<file path="config.mk">
export PLATFORM = sky130hd
export DESIGN_NAME = lcd_halfbias_drv
export DESIGN_NICKNAME = d
export VERILOG_FILES = /design/src/rtl/lcd_hb_pkg.sv /design/src/rtl/lcd_hb_cfg.sv /design/src/rtl/lcd_hb_seq.sv /design/src/rtl/lcd_hb_out.sv /design/src/rtl/lcd_halfbias_drv.sv
export SDC_FILE = /design/constraint.sdc
export NUM_CORES = 1
export LEC_CHECK = 0
export BUFFER_PORTS_ARGS = -buffer_cell sky130_fd_sc_hd__buf_2
export CORE_MARGIN = 2
export CORE_UTILIZATION = 35
export CTS_BUF_LIST = sky130_fd_sc_hd__clkbuf_8
export DETAILED_ROUTE_END_ITERATION = 8
export PLACE_DENSITY = 0.62
export RECOVER_POWER = 50
export SYNTH_ARGS = -nofsm -noshare
export SYNTH_HDL_FRONTEND = slang
export SYNTH_SLANG_ARGS = --single-unit
</file>
<file path="constraint.sdc">
create_clock -name clk -period 4 [get_ports clk]
set_input_delay 0.2 -clock clk [delete_from_list [all_inputs] [get_ports clk]]
set_output_delay 0.2 -clock clk [all_outputs]
set_load 0.01 [all_outputs]
</file>
<file path="src/rtl/lcd_hb_pkg.sv">
package lcd_hb_pkg;
  typedef enum logic [1:0] {
    LVL_LOW  = 2'b00,
    LVL_MID  = 2'b01,
    LVL_HIGH = 2'b10
  } lvl_e;
endpackage

</file>
<file path="src/rtl/lcd_hb_cfg.sv">
module lcd_hb_cfg #(
  parameter int NSEG      = 16,
  parameter int MAXCOM    = 4,
  parameter int CW        = 16,
  parameter int ALPHA_MIN = 4,
  localparam int NCW      = $clog2(MAXCOM + 1),
  localparam int ACTW     = CW + 4
) (
  input  logic                   clk,
  input  logic                   rst_n,
  input  logic                   load_i,
  input  logic [NCW-1:0]         num_com_i,
  input  logic [CW-1:0]          alpha_i,
  input  logic [CW-1:0]          frame_len_i,
  input  logic [NSEG*MAXCOM-1:0] pix_i,
  output logic [NCW-1:0]         ncom_q,
  output logic [CW-1:0]          alpha_q,
  output logic [CW-1:0]          dead_q,
  output logic [NSEG*MAXCOM-1:0] pix_q
);
  localparam logic [NCW-1:0] NC_MIN = NCW'(2);
  localparam logic [NCW-1:0] NC_MAX = NCW'(MAXCOM);

  logic [NCW-1:0]  ncom_c;
  logic [CW-1:0]   alpha_c;
  logic [ACTW-1:0] act_c;
  logic [ACTW-1:0] len_c;
  logic [CW-1:0]   dead_c;

  always_comb begin
    if (num_com_i < NC_MIN)      ncom_c = NC_MIN;
    else if (num_com_i > NC_MAX) ncom_c = NC_MAX;
    else                         ncom_c = num_com_i;
    alpha_c = (alpha_i < CW'(ALPHA_MIN)) ? CW'(ALPHA_MIN) : alpha_i;
    act_c   = (ACTW'(alpha_c) * ACTW'(ncom_c)) << 1;
    len_c   = ACTW'(frame_len_i);
    dead_c  = (len_c > act_c) ? CW'(len_c - act_c) : '0;
  end

  always_ff @(posedge clk or negedge rst_n) begin
    if (!rst_n) begin
      ncom_q  <= NC_MIN;
      alpha_q <= CW'(ALPHA_MIN);
      dead_q  <= '0;
      pix_q   <= '0;
    end else if (load_i) begin
      ncom_q  <= ncom_c;
      alpha_q <= alpha_c;
      dead_q  <= dead_c;
      pix_q   <= pix_i;
    end
  end


  alpha_floor_chk: assert property (@(posedge clk) disable iff (!rst_n)
    alpha_q >= CW'(ALPHA_MIN));
endmodule

</file>
<file path="src/rtl/lcd_hb_seq.sv">
module lcd_hb_seq #(
  parameter int MAXCOM = 4,
  parameter int CW     = 16,
  localparam int NCW   = $clog2(MAXCOM + 1),
  localparam int SW    = $clog2(2 * MAXCOM)
) (
  input  logic           clk,
  input  logic           rst_n,
  input  logic           tick_i,
  input  logic [NCW-1:0] ncom_q,
  input  logic [CW-1:0]  alpha_q,
  input  logic [CW-1:0]  dead_q,
  output logic [SW-1:0]  slot_o,
  output logic           dead_ph_o,
  output logic           frame_go_o,
  output logic           frame_start_o
);
  logic          pend;
  logic [CW-1:0] cnt;
  logic [SW:0]   nslot;
  logic          last_slot, act_end, dead_end;

  always_comb begin
    nslot      = (SW+1)'({ncom_q, 1'b0});
    last_slot  = ({1'b0, slot_o} == nslot - 1'b1);
    act_end    = !dead_ph_o && (cnt == alpha_q - 1'b1);
    dead_end   = dead_ph_o && (cnt == dead_q - 1'b1);
    frame_go_o = tick_i && (pend || dead_end ||
                 (act_end && last_slot && (dead_q == '0)));
  end

  always_ff @(posedge clk or negedge rst_n) begin
    if (!rst_n) begin
      pend          <= 1'b1;
      dead_ph_o     <= 1'b1;
      slot_o        <= '0;
      cnt           <= '0;
      frame_start_o <= 1'b0;
    end else begin
      frame_start_o <= frame_go_o;
      if (frame_go_o) begin
        pend      <= 1'b0;
        dead_ph_o <= 1'b0;
        slot_o    <= '0;
        cnt       <= '0;
      end else if (tick_i) begin
        if (act_end) begin
          cnt <= '0;
          if (last_slot) dead_ph_o <= 1'b1;
          else           slot_o    <= slot_o + 1'b1;
        end else begin
          cnt <= cnt + 1'b1;
        end
      end
    end
  end


  no_tick_hold_chk: assert property (@(posedge clk) disable iff (!rst_n)
    !tick_i |=> ($stable(slot_o) && $stable(cnt) && $stable(dead_ph_o)));

  slot_range_chk: assert property (@(posedge clk) disable iff (!rst_n)
    !dead_ph_o |-> ({1'b0, slot_o} < nslot));

  slot_width_chk: assert property (@(posedge clk) disable iff (!rst_n)
    !dead_ph_o |-> (cnt < alpha_q));

  start_pulse_chk: assert property (@(posedge clk) disable iff (!rst_n)
    frame_start_o |=> !frame_start_o);
endmodule

</file>
<file path="src/rtl/lcd_hb_out.sv">
module lcd_hb_out #(
  parameter int NSEG   = 16,
  parameter int MAXCOM = 4,
  localparam int SW    = $clog2(2 * MAXCOM)
) (
  input  logic [SW-1:0]          slot_i,
  input  logic                   dead_ph_i,
  input  logic [NSEG*MAXCOM-1:0] pix_q,
  output logic [2*MAXCOM-1:0]    com_lvl_o,
  output logic [NSEG-1:0]        seg_o
);
  import lcd_hb_pkg::*;

  logic [SW-2:0]   cur;
  logic            pol_hi;
  logic [NSEG-1:0] row;

  assign cur    = slot_i[SW-1:1];
  assign pol_hi = ~slot_i[0];

  always_comb begin
    row = '0;
    for (int k = 0; k < MAXCOM; k++)
      if (cur == (SW-1)'(k)) row = pix_q[k*NSEG +: NSEG];
  end

  for (genvar j = 0; j < MAXCOM; j++) begin : g_com
    always_comb begin
      if (dead_ph_i)                com_lvl_o[2*j +: 2] = LVL_HIGH;
      else if (cur == (SW-1)'(j))   com_lvl_o[2*j +: 2] = pol_hi ? LVL_HIGH : LVL_LOW;
      else                          com_lvl_o[2*j +: 2] = LVL_MID;
    end
  end

  assign seg_o = dead_ph_i ? '1 : (pol_hi ? ~row : row);
endmodule

</file>
<file path="src/rtl/lcd_halfbias_drv.sv">
module lcd_halfbias_drv #(
  parameter int NSEG      = 16,
  parameter int MAXCOM    = 4,
  parameter int CW        = 16,
  parameter int ALPHA_MIN = 4,
  localparam int NCW      = $clog2(MAXCOM + 1),
  localparam int SW       = $clog2(2 * MAXCOM)
) (
  input  logic                   clk,
  input  logic                   rst_n,
  input  logic                   tick_i,
  input  logic [NCW-1:0]         num_com_i,
  input  logic [CW-1:0]          alpha_i,
  input  logic [CW-1:0]          frame_len_i,
  input  logic [NSEG*MAXCOM-1:0] pix_i,
  output logic [2*MAXCOM-1:0]    com_lvl_o,
  output logic [NSEG-1:0]        seg_o,
  output logic                   frame_start_o
);
  import lcd_hb_pkg::*;

  logic [NCW-1:0]         ncom_q;
  logic [CW-1:0]          alpha_q, dead_q;
  logic [NSEG*MAXCOM-1:0] pix_q;
  logic [SW-1:0]          slot;
  logic                   dead_ph, frame_go;

  lcd_hb_cfg #(.NSEG(NSEG), .MAXCOM(MAXCOM), .CW(CW), .ALPHA_MIN(ALPHA_MIN)) u_cfg (
    .clk(clk), .rst_n(rst_n), .load_i(frame_go),
    .num_com_i(num_com_i), .alpha_i(alpha_i), .frame_len_i(frame_len_i), .pix_i(pix_i),
    .ncom_q(ncom_q), .alpha_q(alpha_q), .dead_q(dead_q), .pix_q(pix_q)
  );

  lcd_hb_seq #(.MAXCOM(MAXCOM), .CW(CW)) u_seq (
    .clk(clk), .rst_n(rst_n), .tick_i(tick_i),
    .ncom_q(ncom_q), .alpha_q(alpha_q), .dead_q(dead_q),
    .slot_o(slot), .dead_ph_o(dead_ph), .frame_go_o(frame_go),
    .frame_start_o(frame_start_o)
  );

  lcd_hb_out #(.NSEG(NSEG), .MAXCOM(MAXCOM)) u_out (
    .slot_i(slot), .dead_ph_i(dead_ph), .pix_q(pix_q),
    .com_lvl_o(com_lvl_o), .seg_o(seg_o)
  );

  logic [MAXCOM-1:0] not_mid;
  always_comb
    for (int j = 0; j < MAXCOM; j++)
      not_mid[j] = (com_lvl_o[2*j +: 2] != LVL_MID);


  one_common_driven_chk: assert property (@(posedge clk) disable iff (!rst_n)
    !dead_ph |-> ($countones(not_mid) == 1));

  start_shows_slot0_chk: assert property (@(posedge clk) disable iff (!rst_n)
    frame_start_o |-> (com_lvl_o[1:0] == LVL_HIGH && !dead_ph));
endmodule

</file>
==> results of run 1 <==
[cell usage in the layout, fill, tap and decap left out, types with 6 or more instances in the layout]
master	count
nor2b_1	8
dlygate4sd3_1	65
or3_1	8
xnor2_1	56
fa_1	15
nor4_1	11
and2_1	10
clkbuf_8	18
o21ai_0	20
buf_2	121
a21oi_1	22
inv_1	51
a21o_1	7
nor2_1	44
mux4_2	16
and3_1	6
nor3b_1	6
a211oi_1	9
or4_1	9
nand2b_1	34
mux2_1	20
a22o_1	16
xor2_1	35
o211ai_1	11
nand3_1	19
nor3_1	16
mux2_2	60
buf_4	130
nand4_1	17
dfrtp_1	117
nand2_1	50
ha_1	37
[metrics by stage]
| stage | setup TNS, ps | std cells | worst slack (ps) | total power [mW] | hold WS, ps |
|---|---|---|---|---|---|
| CTS | -8410 | 1524 | -532 | 3.43 | 3.06 |
| global placement | -20030 | 1424 | -1250 | 2.23 | 417 |
| global route | -13500 | 1525 | -859 | 3.59 | 26.5 |
| finish | -9820 | 1525 | -619 | 3.42 | 15.8 |
| detailed placement | -22760 | 1424 | -1430 | 2.24 | 415 |
| floorplan | -9040 | 875 | -609 | 1.79 | -95.6 |
[timing repair]
| action | 4_1_cts | 5_1_grt |
|---|---|---|
| resized for setup | 19 | 4 |
| hold endpoints to repair | 135 | 0 |
| pin swaps | 7 | 8 |
| setup buffers | 3 | 1 |
| hold buffers | 65 | 0 |
| setup endpoints to repair | 16 | 16 |
[worst register-to-register path, delay by kind of cell (launching register included)]
kind,cells,cell delay [ps]
fa+ha+maj,1,240
flops,1,390
compound gates,3,780
simple gates,4,1380
buf+inv,4,530
mux,1,370
[kinds of logic (layout without fill, tap and decap cells)]
group | after synthesis | after routing
xor+xnor | 93 | 93
compound gates | 143 | 143
simple gates | 270 | 270
buf+inv | 94 | 414
mux | 99 | 99
fa+ha+maj | 55 | 55
flops | 121 | 121
[sequential cells by signal, summed over array words and instances (netlist names)]
| signal | count |
|---|---|
| u_cfg.dead_q | 16 |
| u_cfg.ncom_q | 3 |
| u_cfg.pix_q | 64 |
| u_seq.pend | 1 |
| u_seq.slot_o | 3 |
| u_seq.cnt | 16 |
| u_seq.dead_ph_o | 1 |
| u_seq.frame_start_o | 1 |
| u_cfg.alpha_q | 16 |
[layout make-up]
class | count | area share (%)
multi-input combinational | 660 | 46.5
clock buffer | 18 | 2.06
inverter | 54 | 1.73
sequential | 121 | 25.3
timing repair buffer | 328 | 19.8
tap | 330 | 3.44
clock inverter | 14 | 1.17
[worst max path at each step]
stage | end | cells after the start | start
6_report | u_cfg.dead_q[4]$_DFFE_PN0P_ | 25 | alpha_i[15]
5_1_grt | u_cfg.dead_q[13]$_DFFE_PN0P_ | 29 | alpha_i[15]
4_1_cts | u_cfg.dead_q[4]$_DFFE_PN0P_ | 29 | alpha_i[15]
3_5_place_dp | u_cfg.dead_q[4]$_DFFE_PN0P_ | 24 | alpha_i[15]
3_3_place_gp | u_cfg.dead_q[5]$_DFFE_PN0P_ | 24 | alpha_i[15]
2_1_floorplan | u_cfg.dead_q[5]$_DFFE_PN0P_ | 26 | alpha_i[6]
[report_power, final]
| group | internal [mW] | switching (mW) | total [mW] | leakage (nW) |
|---|---|---|---|---|
| logic | 0.540 | 0.491 | 1.03 | 4.02 |
| registers | 1.25 | 0.0430 | 1.29 | 1.66 |
| clock network | 0.522 | 0.578 | 1.10 | 0.186 |
| total | 2.31 | 1.11 | 3.42 | 5.86 |
[routing by layer]
| layer | GRT usage [%] | wire length (um) |
|---|---|---|
| met5 | 0 | 0 |
| met4 | 6.76 | 661 |
| met3 | 2.49 | 575 |
| met2 | 32.7 | 12600 |
| met1 | 24.5 | 11200 |
==> impl_metrics.py, run 1 <==
metrics = {
    "status": {
        "status": "finished with violations",
        "failed_checks": "max-capacitance violations, max-slew violations, negative setup slack",
    },
    "logic_synthesis": {
        "yosys-mux-area-fraction_pct": 14.6,
        "ys_types": 72,
        "synth_compound_area_share_pct": 11.2,
        "synthAdderAreaFrac_pct": 9.13,
        "synth.largest_area_cell": "dfrtp_1",
        "synth-xor-area-share_pct": 9.35,
        "ys_seq_area_share_pct": 34.3,
        "yosys.area_share.simple_pct": 16.7,
        "synth_edf_count": 0,
        "synth_nets": 1032,
        "synth_cells": 875,
        "synth_common_cells": "dfrtp_1, mux2_2, xnor2_1",
        "synth_most_common_cell": "dfrtp_1",
        "yosys.area.top_type_share_pct": 33.1,
        "postSynth.asyncResetShare_pct": 100,
        "syn_area_per_cell_um2": 10.1,
        "synthesis.area_um2": 8850,
        "synth_top_family_by_area": "simple AND/OR/NAND/NOR gates",
        "synth_warnings": 0,
        "synthTopCellsByArea": "dfrtp_1, mux2_2, xnor2_1, ha_1, mux4_2",
        "dominantRegCellSynth": "dfrtp_1",
        "ys_ff_latch": 121,
    },
    "pwr": {
        "cellPowerDensity_nw_per_um2": 285,
        "ir_drop_v": 0.000224,
        "p_leak_nw": 5.86,
    },
    "drt": {
        "wl_mm": 25.1,
        "drtIter0Drc": 456,
        "num_vias": 7764,
        "first_pass_iters": 4,
        "antenna_left": 0,
        "wl_per_cell_um": 16.4,
        "drc_errors": 0,
        "viasPerCell": 5.09,
    },
    "timing": {
        "max_slew_margin_pct": -23.9,
        "finalWorstSetupSlack_ps": -619,
        "drv_slew": 99,
        "min_period_ps": 4620,
        "fin_crit_sh_pct": 115,
        "fmax_ghz": 0.217,
        "setup_viol": 16,
        "clock_skew_ps": 16.6,
        "hold_violations": 0,
        "tightestPinTransition_ps": 1860,
        "rsz0062_at_grt": "yes",
    },
    "critical_path": {
        "r2r-start": "u_cfg.alpha_q[1]$_DFFE_PN0P_",
        "cp-start-kind": "primary input",
        "reg2regPathDepth": 13,
        "worst-path-buf-inv": 5,
        "cp_slowest_stage_delay_ps": 480,
        "arrival_ps": 5000,
        "rrSetupSlack_ps": 200,
        "critPathSlowestCell": "fa_1",
        "reg2reg_to": "u_cfg.pix_q[23]$_DFFE_PN0P_",
        "required_ps": 4380,
        "cpLargestDelayFamily": "simple AND/OR/NAND/NOR gates",
        "critical_path_class": "primary input to register",
        "crit_fanout": 16,
        "worstSetupEndpointType": "register",
        "cpMostUsedCell": "nand4_1",
    },
    "cells_and_area": {
        "n_fill_cell": 2313,
        "layout-drive-gt1-share_pct": 34.6,
        "multi_input_area_um2": 5580,
        "nNetsFinal": 1339,
        "syn_to_final_growth_pct": 35.5,
        "post-route-util_pct": 47.9,
        "num_antenna_cells": 0,
        "register_area_um2": 3030,
        "fin_area_um2": 12000,
    },
    "clock_network": {
        "cts_buffer_depth": 2,
        "clkSinkCount": 121,
        "cts_tree": "built",
        "clkTransAtPathRegs_ps": 70,
        "clkLatencyLatePin_ps": 450,
        "cts-root-buf": "clkbuf_8",
        "numCtsBuffers": 17,
        "h-tree-depth": 4,
    },
    "grt": {
        "antenna_found_initial": 0,
        "grt_max_degree": 77,
        "grt_pass1_vias": 7743,
        "grt_usage_pct": 19.0,
        "overflow": 0,
        "grt_pass1_wl_mm": 39.9,
    },
    "floorplanning": {
        "start_util_pct": 35.4,
        "die_width_um": 163,
        "core_um2": 25000,
        "top_level_ports": 127,
        "die_h_um": 163,
        "die_area_um2": 26600,
        "rows": 58,
    },
    "placement": {
        "io_buffers": 126,
        "dp_hpwl_mm": 18.4,
        "place_area_um2": 10800,
        "globalplace.congestion": 0.892,
    },
    "flow_run": {
        "cap_violations": 2,
    },
    "worst_hold_path": {
        "hold_end": "u_cfg.dead_q[0]$_DFFE_PN0P_",
        "min_from": "frame_len_i[0]",
        "hp-class": "primary input to register",
        "whs_path_depth": 2,
    },
}
Note: power is estimated with default switching activity, not from simulation.
==> run 2: changes to the inputs <==
--- a/config.mk
+++ b/config.mk
@@ -7,10 +7,10 @@
 export LEC_CHECK = 0
 export BUFFER_PORTS_ARGS = -buffer_cell sky130_fd_sc_hd__buf_2
 export CORE_MARGIN = 2
-export CORE_UTILIZATION = 35
+export CORE_UTILIZATION = 50
 export CTS_BUF_LIST = sky130_fd_sc_hd__clkbuf_8
 export DETAILED_ROUTE_END_ITERATION = 8
-export PLACE_DENSITY = 0.62
+export PLACE_DENSITY = 0.8
 export RECOVER_POWER = 50
 export SYNTH_ARGS = -nofsm -noshare
 export SYNTH_HDL_FRONTEND = slang
==> impl_metrics.py, run 2 (same netlist as run 1, synthesis figures left out) <==
metrics = {
    "status": {
        "status": "finished with violations",
        "failed_checks": "max-capacitance violations, max-slew violations, negative setup slack",
    },
    "timing": {
        "finalWorstSetupSlack_ps": -720,
        "whs_ps": 76.1,
        "clock_skew_ps": 25.7,
        "setup_viol": 16,
        "max_slew_margin_pct": -124,
        "hold_violations": 0,
        "fin_crit_sh_pct": 118,
        "tightestPinTransition_ps": 3360,
        "rsz0062_at_grt": "yes",
        "drv_slew": 65,
        "fmax_ghz": 0.212,
        "min_period_ps": 4720,
    },
    "clock_network": {
        "clkTransAtPathRegs_ps": 80,
        "cts-root-buf": "clkbuf_8",
        "clkSinkCount": 121,
        "h-tree-depth": 4,
        "numCtsBuffers": 17,
        "cts_tree": "built",
        "cts_buffer_depth": 2,
        "clkLatencyLatePin_ps": 460,
    },
    "placement": {
        "io_buffers": 126,
        "dpl_worst_slack_ps": -1510,
        "place_area_um2": 10600,
        "dp_hpwl_mm": 18.1,
        "globalplace.congestion": 0.963,
    },
    "grt": {
        "grt_pass1_wl_mm": 42.3,
        "grt_max_degree": 65,
        "grt_pass1_vias": 8220,
        "grt_usage_pct": 29.4,
        "overflow": 0,
        "antenna_found_initial": 1,
    },
    "critical_path": {
        "critical_path_class": "primary input to register",
        "required_ps": 4370,
        "worstSetupEndpointType": "register",
        "crit_fanout": 8,
        "cp_slowest_stage_delay_ps": 470,
        "cp-start-kind": "primary input",
        "rrSetupSlack_ps": 100,
        "arrival_ps": 5090,
        "critPathSlowestCell": "fa_1",
    },
    "cells_and_area": {
        "n_fill_cell": 1192,
        "register_area_um2": 3030,
        "post-route-util_pct": 69.2,
        "largest_reg_flops": 64,
        "layout-drive-gt1-share_pct": 35.5,
        "multi_input_area_um2": 5590,
        "largest_register": "u_cfg.pix_q",
        "fin_area_um2": 12000,
        "final_cell_mix": "buf_4, buf_2, dfrtp_1",
        "layout_commonest_cell": "buf_4",
        "nNetsFinal": 1347,
        "syn_to_final_growth_pct": 35.2,
    },
    "flow_run": {
        "cap_violations": 1,
    },
    "drt": {
        "drc_errors": 0,
        "first_pass_iters": 5,
        "viasPerCell": 5.86,
        "antenna_left": 0,
        "num_vias": 8385,
        "wl_per_cell_um": 19.5,
        "drtIter0Drc": 611,
        "wl_mm": 27.9,
    },
    "floorplanning": {
        "die_width_um": 137,
        "core_um2": 17300,
        "die_h_um": 137,
        "die_area_um2": 18800,
        "rows": 48,
        "start_util_pct": 51.2,
        "top_level_ports": 127,
    },
    "pwr": {
        "ir_drop_v": 0.000275,
        "p_total_mw": 3.43,
        "cellPowerDensity_nw_per_um2": 286,
        "p_leak_nw": 5.89,
    },
    "worst_hold_path": {
        "hp-class": "primary input to register",
    },
}
-- run 2: repair_timing --
| item | in CTS | in global routing |
|---|---|---|
| gates cloned | 0 | 1 |
| pin swaps | 7 | 9 |
| hold endpoints to repair | 124 | 1 |
| endpoints found under the setup margin | 16 | 94 |
| gates resized for setup | 9 | 25 |
| hold buffers | 65 | 1 |
| buffers inserted | 11 | 7 |
-- run 2: worst paths after layout --
kind / start / to / cells past startpoint
worst min-delay path: tick_i / u_seq.pend$_DFFE_PN1P_ / 2
worst max register to register: u_cfg.alpha_q[0]$_DFFE_PN0P_ / u_cfg.pix_q[55]$_DFFE_PN0P_ / 12
min in group asynchronous: rst_n / u_cfg.pix_q[40]$_DFFE_PN0P_ / 2
worst min register to register: u_cfg.pix_q[59]$_DFFE_PN0P_ / u_cfg.pix_q[59]$_DFFE_PN0P_ / 1
worst max-delay path: alpha_i[15] / u_cfg.dead_q[1]$_DFFE_PN0P_ / 29
max in group asynchronous: rst_n / u_cfg.alpha_q[0]$_DFFE_PN0P_ / 2
-- run 2: worst max-delay path, delay by kind of cell --
| kind | cells | cell delay [ps] |
|---|---|---|
| buffers and inverters | 5 | 540 |
| xor gates and xnor gates | 1 | 150 |
| and+or+nand+nor | 8 | 1180 |
| adders and majority gates | 4 | 1330 |
| AOI/OAI and AO/OA | 11 | 1700 |
-- run 2: report_power, final --
| part | switching [mW] | leakage (nW) | internal, mW |
|---|---|---|---|
| clock | 0.594 | 0.189 | 0.511 |
| sequential | 0.0389 | 1.66 | 1.25 |
| combinational | 0.512 | 4.04 | 0.523 |
-- run 2: cell type report --
type	instances	share of cell area (%)
inverter	54	1.74
clock buffer	17	1.95
antenna	2	0.0418
multi-input combinational	660	46.7
tap	225	2.35
timing repair buffer	336	20.6
sequential	121	25.3
clock inverter	15	1.25
-- run 2: layer usage --
layer	track usage, %	share of wire (%)	vias up
met2	49.6	50	366
li1	-	-	3783
met1	35.7	38	4122
met3	5.07	5.4	114
met4	16.2	5.9	0
met5	0	0	-
-- run 2: per-stage QoR --
stage | TNS, ps | instances
floorplan | -9040 | 875
global placement | -21160 | 1311
detailed placement | -23960 | 1311
CTS | -9660 | 1419
global route | -27430 | 1429
finish | -11030 | 1430
